## src/rtl/nand_ecc_pkg.sv

```systemverilog
package nand_ecc_pkg;
  typedef struct packed {
    logic clearNow;
    logic takeBeat;
  } eccStrobe_t;
endpackage

```

## src/rtl/nand_ecc_ctrl.sv

```systemverilog
module nand_ecc_ctrl
  import nand_ecc_pkg::*;
#(
  parameter int BANK_W = 2
) (
  input  logic              clk,
  input  logic              rstN,
  input  logic              cmdStart,
  input  logic              cmdStop,
  input  logic              cmdClear,
  input  logic [BANK_W-1:0] bankSel,
  input  logic              beatValid,
  input  logic [BANK_W-1:0] beatBank,
  output eccStrobe_t        strobe,
  output logic              active
);
  logic armed;

  always_ff @(posedge clk or negedge rstN) begin
    if (!rstN)         armed <= 1'b0;
    else if (cmdStop)  armed <= 1'b0;
    else if (cmdStart) armed <= 1'b1;
  end

  always_comb begin
    strobe.clearNow = cmdClear;
    strobe.takeBeat = armed && beatValid && (beatBank == bankSel) && !cmdClear;
  end

  assign active = armed;
endmodule

```

## src/rtl/nand_ecc_datapath.sv

```systemverilog
module nand_ecc_datapath
  import nand_ecc_pkg::*;
#(
  parameter int DATA_W = 16,
  parameter int BEAT_W = 9,
  parameter int PAR_W  = 32
) (
  input  logic              clk,
  input  logic              rstN,
  input  eccStrobe_t        strobe,
  input  logic              beatWide,
  input  logic [DATA_W-1:0] beatData,
  output logic [PAR_W-1:0]  parity
);
  localparam int WIDE_IDX_W   = $clog2(DATA_W);
  localparam int NARROW_IDX_W = WIDE_IDX_W - 1;
  localparam int NARROW_BITS  = DATA_W / 2;
  localparam int ADDR_W       = BEAT_W + NARROW_IDX_W;
  localparam int FIELD_W      = 2 * ADDR_W;

  logic [BEAT_W-1:0]  beatCnt;
  logic [FIELD_W-1:0] fieldReg;
  logic [FIELD_W-1:0] beatFlip;

  always_comb begin
    logic [ADDR_W-1:0] bitAddr;
    logic              bitOn;
    beatFlip = '0;
    for (int j = 0; j < DATA_W; j++) begin
      if (beatWide) begin
        bitAddr = {beatCnt[BEAT_W-2:0], WIDE_IDX_W'(j)};
        bitOn   = beatData[j];
      end else begin
        bitAddr = {beatCnt, NARROW_IDX_W'(j % NARROW_BITS)};
        bitOn   = (j < NARROW_BITS) && beatData[j];
      end
      for (int k = 0; k < ADDR_W; k++) begin
        beatFlip[2*k+1] = beatFlip[2*k+1] ^ (bitOn & bitAddr[k]);
        beatFlip[2*k]   = beatFlip[2*k]   ^ (bitOn & ~bitAddr[k]);
      end
    end
  end

  always_ff @(posedge clk or negedge rstN) begin
    if (!rstN) begin
      beatCnt  <= '0;
      fieldReg <= '0;
    end else if (strobe.clearNow) begin
      beatCnt  <= '0;
      fieldReg <= '0;
    end else if (strobe.takeBeat) begin
      beatCnt  <= beatCnt + 1'b1;
      fieldReg <= fieldReg ^ beatFlip;
    end
  end

  generate
    if (PAR_W > FIELD_W) begin : g_pad
      assign parity = {{(PAR_W-FIELD_W){1'b0}}, fieldReg};
    end else begin : g_trim
      assign parity = fieldReg[PAR_W-1:0];
    end
  endgenerate
endmodule

```

## src/rtl/nand_ecc_acc.sv

```systemverilog
module nand_ecc_acc
  import nand_ecc_pkg::*;
#(
  parameter int DATA_W = 16,
  parameter int BANK_W = 2,
  parameter int BEAT_W = 9,
  parameter int PAR_W  = 32
) (
  input  logic              clk,
  input  logic              rstN,
  input  logic              cmdStart,
  input  logic              cmdStop,
  input  logic              cmdClear,
  input  logic [BANK_W-1:0] bankSel,
  input  logic              beatValid,
  input  logic              beatWide,
  input  logic [BANK_W-1:0] beatBank,
  input  logic [DATA_W-1:0] beatData,
  output logic [PAR_W-1:0]  parity,
  output logic              active
);
  eccStrobe_t strobe;

  nand_ecc_ctrl #(.BANK_W(BANK_W)) u_ctrl (
    .clk(clk), .rstN(rstN), .cmdStart(cmdStart), .cmdStop(cmdStop),
    .cmdClear(cmdClear), .bankSel(bankSel), .beatValid(beatValid),
    .beatBank(beatBank), .strobe(strobe), .active(active)
  );

  nand_ecc_datapath #(.DATA_W(DATA_W), .BEAT_W(BEAT_W), .PAR_W(PAR_W)) u_dp (
    .clk(clk), .rstN(rstN), .strobe(strobe), .beatWide(beatWide),
    .beatData(beatData), .parity(parity)
  );
endmodule

```

## config.mk

```make
export PLATFORM = sky130hd
export DESIGN_NAME = nand_ecc_acc
export DESIGN_NICKNAME = d
export VERILOG_FILES = /design/src/rtl/nand_ecc_pkg.sv /design/src/rtl/nand_ecc_ctrl.sv /design/src/rtl/nand_ecc_datapath.sv /design/src/rtl/nand_ecc_acc.sv
export SDC_FILE = /design/constraint.sdc
export NUM_CORES = 1
export LEC_CHECK = 0
export BUFFER_PORTS_ARGS = -buffer_cell sky130_fd_sc_hd__buf_4
export CAP_MARGIN = 5
export CORE_ASPECT_RATIO = 1.2
export CORE_UTILIZATION = 57
export CTS_BUF_LIST = sky130_fd_sc_hd__clkbuf_16
export CTS_CLUSTER_DIAMETER = 30
export DETAILED_ROUTE_END_ITERATION = 8
export GPL_ROUTABILITY_DRIVEN = 1
export GPL_TIMING_DRIVEN = 1
export PLACE_DENSITY = 0.92
export SLEW_MARGIN = 20
export SYNTH_ARGS = -nofsm -noshare
export SYNTH_HDL_FRONTEND = slang
export SYNTH_SLANG_ARGS = --single-unit
```

## constraint.sdc

```tcl
create_clock -name clk -period 2.4 [get_ports clk]
set_clock_uncertainty 0.1 [all_clocks]
set_input_delay 0.48 -clock clk [delete_from_list [all_inputs] [get_ports clk]]
set_output_delay 0.48 -clock clk [all_outputs]
set_load 0.05 [all_outputs]
```

==> run_results.csv, run 1 <==
group,metric,value,unit
run_status,status,"finished clean",
clock_network,cts_made_buffers,5,
drt,final_antenna_net_count,0,
finish,finish.net_count,325,
finish,final_area,2900,µm²
pwr,power.density,596,nW/µm²
pwr,vdd_ir_drop_max,0.511,mV
placed_design,port_buffers,51,
placed_design,hpwl,3.44,mm
synthesis,ys_top_cells_by_count,"34 x dfrtp_1, 29 x xnor2_1, 25 x a21oi_1",
synthesis,synth_top_area_cell,"dfrtp_1",
sta,tns,0,ns
worst_setup_path,crit_chain,"buf_4 > xor2_1 > xnor2_1 > nand2_1 > xnor3_2 > buf_12 > or4_1 > a21oi_1",
worst_setup_path,crit_type,"in -> reg",
clock_network,root_buffer,"clkbuf_16",
global_routing,grt_pass1_wl,8.50,mm
die,pin_count,60,
sta,layout_worst_path_cycle_share,0.965,
worst_setup_path,startpoint_type,"input port",
finish,fillers,254,
worst_setup_path,slowest_stage,"or4_1",
sta,rsz0062_at_grt,"no",
drt,vias,1939,
sta,whs,0.0520,ns
clock_network,clk_latency,0.27,ns
synthesis,syn_area,2230,µm²
synthesis,yosys.cell_count.top_type,"dfrtp_1",
finish,finalNonFillerCells,350,
die,dieArea,4180,µm²
drt,routed_wl,4.89,mm
sta,final.setup.worst_slack,0.0838,ns
finish,fin_util,0.784,
finish,seqCellArea,851,µm²
synthesis,synth_edf_count,0,
synthesis,synthArstFlopShare,1.00,
die,chipHeight,70.6,µm
sta,fin_crit,2.32,ns
clock_network,htreeDepth,2,
drt,drt_iter0_drc,117,
synthesis,synth_cells,234,
die,fp.dieW,59.2,µm
synthesis,syn_avg_cell_area,9.55,µm²
global_routing,grt_max_degree,42,
finish,multiInputGateArea,1260,µm²
drt,viasPerCell,5.54,
die,core,3690,µm²
sta,setup-violations-final,0,
synthesis,ys.warnings.count,0,
placed_design,pre_cts_ws,-0.195,ns
finish,area_growth,29.6,%
synthesis,synth_area_leaders,"dfrtp_1 38%, xnor2_1 11%, xor2_1 7.1%, a21oi_1 5.6%, o31ai_1 5.4%",
worst_setup_path,r2r_setup_slack,0.75,ns
synthesis,synth_top_cell_area_share,0.381,
synthesis,synth-seq-area-share,0.381,
synthesis,synth-main-ff-cell,"dfrtp_1",
global_routing,grt_pass1_vias,1987,
synthesis,ys_seq_elements,34,
clock_network,tritoncts,"built",
clock_network,path_clk_slew,0.05,ns
hold_path,hp-class,"in -> async",
sta,hold_viol,0,
finish,diodes,0,
worst_setup_path,cp_num_buf_inv,2,
drt,drtPass1Iterations,4,
synthesis,synthDistinctLibCells,30,
worst_setup_path,crit_path_max_incr_delay,0.49,ns
drt,drc,0,
die,start_util,0.605,
worst_setup_path,cp.required,2.49,ns
worst_setup_path,regToRegEndpoint,"u_dp.fieldReg[22]",
pwr,p_leak,1.35,nW
pwr,power.total,1.73,mW
worst_setup_path,crit_start,"beatData[13]",
sta,fmax,432,MHz
worst_setup_path,r2r-start,"u_ctrl.active",
worst_setup_path,crit_path_end_kind,"flip-flop",
clock_network,ctsLongestPathBuffers,2,
worst_setup_path,cp_max_fo,32,
placed_design,gp_congestion,0.766,
placed_design,dp_cells,342,
global_routing,groute.usage.overall,0.265,
clock_network,cts_setup_buffers,0,
clock_network,cts_hold_buf,0,
global_routing,antenna_found_initial,0,
finish,layout-drive-gt1-share,0.302,
worst_setup_path,cp.arrival,2.41,ns
drt,wl_per_cell,14.0,µm
placed_design,placed_cell_area,2760,µm²
clock_network,cts_sinks,34,
flow_run,cap_viol_max_count,0,
global_routing,overflow,0,
clock_network,post_cts_resized,0,
die,rows,24,
worst_setup_path,reg2reg_depth,4,
worst_setup_path,critical_path.top_delay_family,"XOR/XNOR gates",
sta,slew_violations,0,
## power breakdown
group / total (mW) / switching (mW) / internal (mW) / leakage [nW]
Combinational: 0.534 / 0.314 / 0.220 / 0.807
Sequential: 0.596 / 0.0104 / 0.586 / 0.472
Clock: 0.596 / 0.222 / 0.374 / 0.0724
Total: 1.73 / 0.546 / 1.18 / 1.35
## registers in the layout (all words and copies together), names as in the netlist
register	flops
u_dp.fieldReg	24
u_dp.beatCnt	9
u_ctrl.active	1
## area by class of cell
cell class / instances / area share
timing repair buffer: 75 / 0.199
clock buffer: 5 / 0.0432
inverter: 1 / 0.00130
tap: 52 / 0.0225
clock inverter: 3 / 0.00432
sequential: 34 / 0.294
multi-input combinational: 180 / 0.436
## layer usage
metal	track usage	part of all wire	vias to the layer above
met3	0.0713	0.039	13
met5	0	0	-
met2	0.465	0.55	50
met4	0.119	0.023	0
met1	0.294	0.38	930
li1	-	-	946
## worst max-delay path by stage
stage                              to  slack, ns  cells past startpoint
floorplan           u_dp.fieldReg[21]       0.10                      7
finish              u_dp.fieldReg[22]       0.08                      8
CTS                 u_dp.fieldReg[22]       0.09                      8
detailed placement  u_dp.fieldReg[22]      -0.19                      8
global placement    u_dp.fieldReg[21]      -0.07                      8
global route        u_dp.fieldReg[23]       0.03                      8
## cell families (layout without fill, tap and decap cells)
| group | after synthesis | count (layout) | synth area share |
|---|---|---|---|
| fa+ha+maj | 1 | 1 | 0.00560 |
| simple gates | 63 | 63 | 0.157 |
| xor+xnor | 48 | 48 | 0.195 |
| buf+inv | 27 | 84 | 0.0655 |
| mux | 16 | 16 | 0.0762 |
| flops | 34 | 34 | 0.381 |
| other cells | 1 | 8 | 0.00168 |
| compound gates | 44 | 44 | 0.119 |
## cells in the final DEF (no fill, tap or decap), types with 4 or more instances in the layout
| cell type | n |
|---|---|
| nand4_1 | 5 |
| a21oi_1 | 25 |
| nor3_1 | 4 |
| nand2_1 | 7 |
| and3_1 | 7 |
| mux2_2 | 8 |
| xnor2_1 | 29 |
| mux2i_1 | 8 |
| conb_1 | 8 |
| buf_4 | 74 |
| dfrtp_1 | 34 |
| xor2_1 | 18 |
| nor2_1 | 17 |
| or4_1 | 16 |
| o31ai_1 | 16 |
| clkbuf_16 | 5 |
Power figures use the tool's default switching activity.
==> run 2: changes to the inputs <==
--- a/config.mk
+++ b/config.mk
@@ -5,16 +5,17 @@
 export SDC_FILE = /design/constraint.sdc
 export NUM_CORES = 1
 export LEC_CHECK = 0
+export ABC_AREA = 1
 export BUFFER_PORTS_ARGS = -buffer_cell sky130_fd_sc_hd__buf_4
 export CAP_MARGIN = 5
 export CORE_ASPECT_RATIO = 1.2
-export CORE_UTILIZATION = 57
+export CORE_UTILIZATION = 58
 export CTS_BUF_LIST = sky130_fd_sc_hd__clkbuf_16
 export CTS_CLUSTER_DIAMETER = 30
 export DETAILED_ROUTE_END_ITERATION = 8
 export GPL_ROUTABILITY_DRIVEN = 1
 export GPL_TIMING_DRIVEN = 1
-export PLACE_DENSITY = 0.92
+export PLACE_DENSITY = 0.9
 export SLEW_MARGIN = 20
 export SYNTH_ARGS = -nofsm -noshare
 export SYNTH_HDL_FRONTEND = slang
==> run_results.csv, run 2 <==
group,metric,value,unit
worst_setup_path,crit_path_max_incr_delay,0.28,ns
die,chipHeight,78.8,µm
finish,finish.net_count,550,
synthesis,synth_area_leaders,"dfrtp_1 30%, nand2_1 22%, inv_1 11%, nand4_1 7.7%, nand3_1 5.4%",
synthesis,ys_top_cells_by_count,"164 x nand2_1, 80 x inv_1, 40 x nor2_1",
drt,drc,0,
sta,rsz0062_at_grt,"no",
global_routing,grt_pass1_vias,2935,
finish,final_cell_mix,"164 x nand2_1, 80 x inv_1, 53 x buf_4",
finish,final_common_cell,"nand2_1",
global_routing,overflow,0,
worst_setup_path,startpoint_type,"input port",
placed_design,port_buffers,51,
worst_setup_path,crit_type,"in -> reg",
worst_setup_path,reg2reg_depth,8,
clock_network,cts_hold_buf,0,
die,pin_count,60,
die,fp.dieW,66.0,µm
global_routing,grt_pass1_wl,12.1,mm
synthesis,synthDistinctLibCells,26,
global_routing,antenna_found_initial,0,
drt,final_antenna_net_count,0,
clock_network,cts_setup_buffers,0,
worst_setup_path,r2r_setup_slack,0.51,ns
synthesis,syn_area,2850,µm²
synthesis,synth-seq-area-share,0.299,
drt,vias,3152,
synthesis,synthArstFlopShare,1.00,
worst_setup_path,cp.required,2.51,ns
flow_run,cap_viol_max_count,0,
synthesis,synth_edf_count,0,
finish,fin_util,0.731,
drt,routed_wl,7.07,mm
worst_setup_path,regToRegEndpoint,"u_dp.beatCnt[7]",
worst_setup_path,r2r-start,"u_ctrl.active",
synthesis,yosys.cell_count.top_type,"nand2_1",
worst_setup_path,slowest_stage,"buf_4",
drt,drt_iter0_drc,250,
clock_network,path_clk_slew,0.06,ns
placed_design,hpwl,5.21,mm
sta,fin_crit,2.04,ns
worst_setup_path,crit_path_end_kind,"flip-flop",
drt,wl_per_cell,12.2,µm
drt,viasPerCell,5.43,
clock_network,htreeDepth,2,
synthesis,synth-main-ff-cell,"dfrtp_1",
pwr,power.density,586,nW/µm²
worst_setup_path,crit_chain,"buf_4 > nand2_1 > inv_1 > nand2_1 > nand2_1 > nand2_1 > nand3_1 > nand2_2 > nand2_2 > nand4_1 > nand2_1 > inv_1 > nor2_1",
clock_network,post_cts_resized,0,
worst_setup_path,cp.arrival,2.15,ns
finish,largest_register,"u_dp.fieldReg",
global_routing,grt_max_degree,37,
clock_network,cts_sinks,34,
sta,layout_worst_path_cycle_share,0.850,
clock_network,root_buffer,"clkbuf_16",
sta,setup-violations-final,0,
finish,layout-drive-gt1-share,0.155,
sta,hold_viol,0,
hold_path,hp-class,"in -> async",
sta,fmax,490,MHz
synthesis,synth_cells,474,
clock_network,tritoncts,"built",
synthesis,synth_top_cell_area_share,0.299,
finish,diodes,0,
synthesis,syn_avg_cell_area,6.01,µm²
die,rows,27,
global_routing,groute.usage.overall,0.296,
worst_setup_path,crit_top_cell,"nand2_1",
synthesis,synth_top_area_cell,"dfrtp_1",
sta,tns,0,ns
finish,area_growth,19.5,%
die,dieArea,5200,µm²
run_status,status,"finished clean",
die,core,4660,µm²
drt,drtPass1Iterations,5,
worst_setup_path,cp_max_fo,33,
finish,largest_reg_flops,24,
clock_network,ctsLongestPathBuffers,2,
clock_network,clk_latency,0.28,ns
pwr,power.total,2.00,mW
synthesis,ys.warnings.count,0,
clock_network,cts_made_buffers,5,
pwr,p_leak,1.97,nW
sta,slew_violations,0,
die,start_util,0.611,
placed_design,gp_congestion,0.899,
pwr,vdd_ir_drop_max,0.327,mV
synthesis,ys_seq_elements,34,
==> run 2: area by class of cell <==
class | count | area [µm²]
well taps | 58 | 72.6
multi-input cells | 341 | 1570
clock inverters | 3 | 68.8
flip-flops and latches | 34 | 851
clock buffers | 5 | 125
repair buffers | 53 | 398
inverters | 87 | 327
fillers | 380 | 1250
==> run 2: worst max-delay path by stage <==
stage             startpoint                end  slack (ns)  cells past startpoint
2_1_floorplan  u_ctrl.active  u_dp.fieldReg[11]        0.55                      9
3_5_place_dp        beatWide  u_dp.fieldReg[15]        0.09                     13
3_3_place_gp        beatWide  u_dp.fieldReg[22]        0.17                     15
5_1_grt             beatWide  u_dp.fieldReg[15]        0.13                     13
6_report            beatWide  u_dp.fieldReg[15]        0.36                     13
4_1_cts             beatWide  u_dp.fieldReg[15]        0.36                     13
==> run 2: per-stage QoR <==
stage / setup WS [ns] / hold WS (ns) / cells / cell area [µm²]
after floorplan: 0.548 / 0.0844 / 481 / 2880
after global placement: 0.171 / 0.356 / 573 / 3210
after detailed placement: 0.0901 / 0.358 / 573 / 3210
after CTS: 0.363 / 0.0591 / 581 / 3410
after global routing: 0.132 / 0.0768 / 581 / 3410
final: 0.360 / 0.0398 / 581 / 3410
==> run 2: worst max-delay path, delay by kind of cell <==
family / cells / cell delay (ns)
buf+inv: 3 / 0.45
simple gates: 10 / 1.22
==> run 2: logic make-up after synthesis <==
family          count (synthesis)  share of synthesized area
compound gates                 29                     0.0518
xor+xnor                        7                     0.0215
buf+inv                       106                      0.162
other cells                     1                    0.00132
simple gates                  296                      0.461
flops                          34                      0.299
fa+ha+maj                       1                    0.00439
==> run 2: routing by layer <==
layer / vias up / track usage / part of all wire
li1: 1558 / - / -
met1: 1458 / 0.327 / 0.39
met2: 114 / 0.527 / 0.54
met3: 22 / 0.0474 / 0.042
met4: 0 / 0.166 / 0.032
met5: - / 0 / 0
==> run 2: report_power, final <==
| group | switching (mW) | internal (mW) | leakage (nW) |
|---|---|---|---|
| clock network | 0.256 | 0.597 | 0.0940 |
| logic | 0.376 | 0.159 | 1.41 |
| registers | 0.0156 | 0.593 | 0.468 |
| total | 0.648 | 1.35 | 1.97 |
==> run 3: changes to the inputs <==
--- a/config.mk
+++ b/config.mk
@@ -9,13 +9,13 @@
 export BUFFER_PORTS_ARGS = -buffer_cell sky130_fd_sc_hd__buf_4
 export CAP_MARGIN = 5
 export CORE_ASPECT_RATIO = 1.2
-export CORE_UTILIZATION = 58
+export CORE_UTILIZATION = 56
 export CTS_BUF_LIST = sky130_fd_sc_hd__clkbuf_16
 export CTS_CLUSTER_DIAMETER = 30
 export DETAILED_ROUTE_END_ITERATION = 8
 export GPL_ROUTABILITY_DRIVEN = 1
 export GPL_TIMING_DRIVEN = 1
-export PLACE_DENSITY = 0.9
+export PLACE_DENSITY = 0.88
 export SLEW_MARGIN = 20
 export SYNTH_ARGS = -nofsm -noshare
 export SYNTH_HDL_FRONTEND = slang
==> constraint.sdc (replaced) <==
create_clock -name clk -period 2.07 [get_ports clk]
set_clock_uncertainty 0.1 [all_clocks]
set_input_delay 0.414 -clock clk [delete_from_list [all_inputs] [get_ports clk]]
set_output_delay 0.414 -clock clk [all_outputs]
set_load 0.05 [all_outputs]
==> run_results.csv, run 3 (synthesis results as in run 2) <==
group,metric,value,unit
run_status,status,"finished clean",
die,fp.dieW,67.1,µm
clock_network,htreeDepth,2,
worst_setup_path,crit_type,"reg -> reg",
placed_design,pre_cts_ws,-0.0712,ns
global_routing,overflow,0,
drt,vias,3004,
clock_network,cts_sinks,34,
global_routing,antenna_found_initial,0,
sta,hold_viol,0,
placed_design,hpwl,5.13,mm
drt,drtPass1Iterations,4,
placed_design,gp_congestion,0.876,
sta,rsz0062_at_grt,"no",
finish,largest_register,"u_dp.fieldReg",
worst_setup_path,crit_path_end_kind,"flip-flop",
die,pin_count,60,
sta,tns,0,ns
finish,final_cell_mix,"164 x nand2_1, 80 x inv_1, 56 x buf_4",
worst_setup_path,cp.required,2.18,ns
finish,diodes,0,
die,start_util,0.581,
finish,fillers,434,
clock_network,cts_made_buffers,5,
pwr,p_leak,1.96,nW
finish,multiInputGateArea,1570,µm²
clock_network,cts_setup_buffers,0,
finish,area_growth,19.0,%
placed_design,port_buffers,51,
flow_run,cap_viol_max_count,0,
worst_setup_path,startpoint_type,"flip-flop",
pwr,combPwrFrac,0.301,
sta,final.setup.worst_slack,0.201,ns
global_routing,groute.usage.overall,0.270,
clock_network,ctsLongestPathBuffers,2,
drt,routed_wl,6.65,mm
clock_network,clk_latency,0.28,ns
sta,fin_crit,1.87,ns
pwr,switching_power,0.734,mW
finish,seqCellArea,851,µm²
sta,setup-violations-final,0,
pwr,power.total,2.05,mW
finish,finish.net_count,554,
finish,largest_reg_flops,24,
drt,drt_iter0_drc,191,
finish,fin_util,0.692,
finish,final_common_cell,"nand2_1",
die,core,4900,µm²
pwr,power.internal,1.32,mW
drt,final_antenna_net_count,0,
pwr,seq_power_share,0.344,
pwr,vdd_ir_drop_max,0.289,mV
drt,drc,0,
clock_network,root_buffer,"clkbuf_16",
global_routing,grt_pass1_wl,11.3,mm
worst_setup_path,cp_max_fo,8,
finish,layout-drive-gt1-share,0.159,
sta,layout_worst_path_cycle_share,0.903,
drt,wl_per_cell,11.3,µm
die,chipHeight,80.2,µm
sta,fmax,535,MHz
pwr,p_clk_frac,0.355,
clock_network,path_clk_slew,0.05,ns
die,rows,28,
die,dieArea,5380,µm²
placed_design,placed_cell_area,3240,µm²
finish,final_area,3390,µm²
clock_network,tritoncts,"built",
sta,slew_violations,0,
hold_path,hp-class,"in -> reg",
drt,viasPerCell,5.12,
worst_setup_path,cp.arrival,1.98,ns
pwr,swShare,0.358,
global_routing,grt_max_degree,35,
pwr,power.density,604,nW/µm²
global_routing,grt_pass1_vias,2838,
==> run 3: worst paths after layout <==
check	start	end	slack [ns]	cells past startpoint
min in group asynchronous	rstN	u_dp.fieldReg[11]	0.52	2
max in group asynchronous	rstN	u_dp.beatCnt[5]	1.03	2
min	cmdStop	u_ctrl.active	0.19	2
max reg2reg	u_ctrl.active	u_dp.beatCnt[6]	0.20	8
max	u_ctrl.active	u_dp.beatCnt[6]	0.20	8
min reg2reg	u_dp.fieldReg[2]	u_dp.fieldReg[2]	0.43	2
==> run 3: per-layer routing <==
metal  wire length [µm]  up-vias  track usage
li1                   -     1569            -
met1               2740     1361        0.276
met2               3580       62        0.516
met3                198       12       0.0398
met4                134        0        0.128
met5                  0        -            0
==> run 3: power by group through the flow <==
stage          registers, mW  logic [mW]  clock network (mW)
6_report               0.705       0.617               0.727
5_1_grt                0.708       0.689               0.759
3_5_place_dp           0.717       0.613                   0
4_1_cts                0.705       0.618               0.727
3_3_place_gp           0.716       0.599                   0
2_1_floorplan          0.791       0.396                   0
==> run 3: stage by stage <==
stage                     cells  hold WS, ns
after floorplan             481       0.0184
after global placement      578        0.285
after detailed placement    578        0.289
after CTS                   587        0.187
after global routing        587        0.185
final                       587        0.185
==> run 3: critical path: stages, from the launching register on <==
cell     delay (ns)
dfrtp_1        0.37
nand2_1        0.07
a21oi_1        0.14
nand2_1        0.22
nor3_1         0.34
nand3_1        0.19
o21ai_0        0.21
nand2_1        0.08
nor2_1         0.09
==> run 3: cell type report <==
class,instances,area share
Multi-Input combinational cell,341,0.462
Sequential cell,34,0.251
Timing Repair Buffer,57,0.127
Inverter,87,0.0963
Clock buffer,5,0.0369
Tap cell,60,0.0221
Clock inverter,3,0.00480
==> run 3: what timing repair did <==
action,4_1_cts,5_1_grt
setup endpoints to repair,0,1
hold buffers,1,0
hold endpoints to repair,20,0
gates resized for setup,0,1
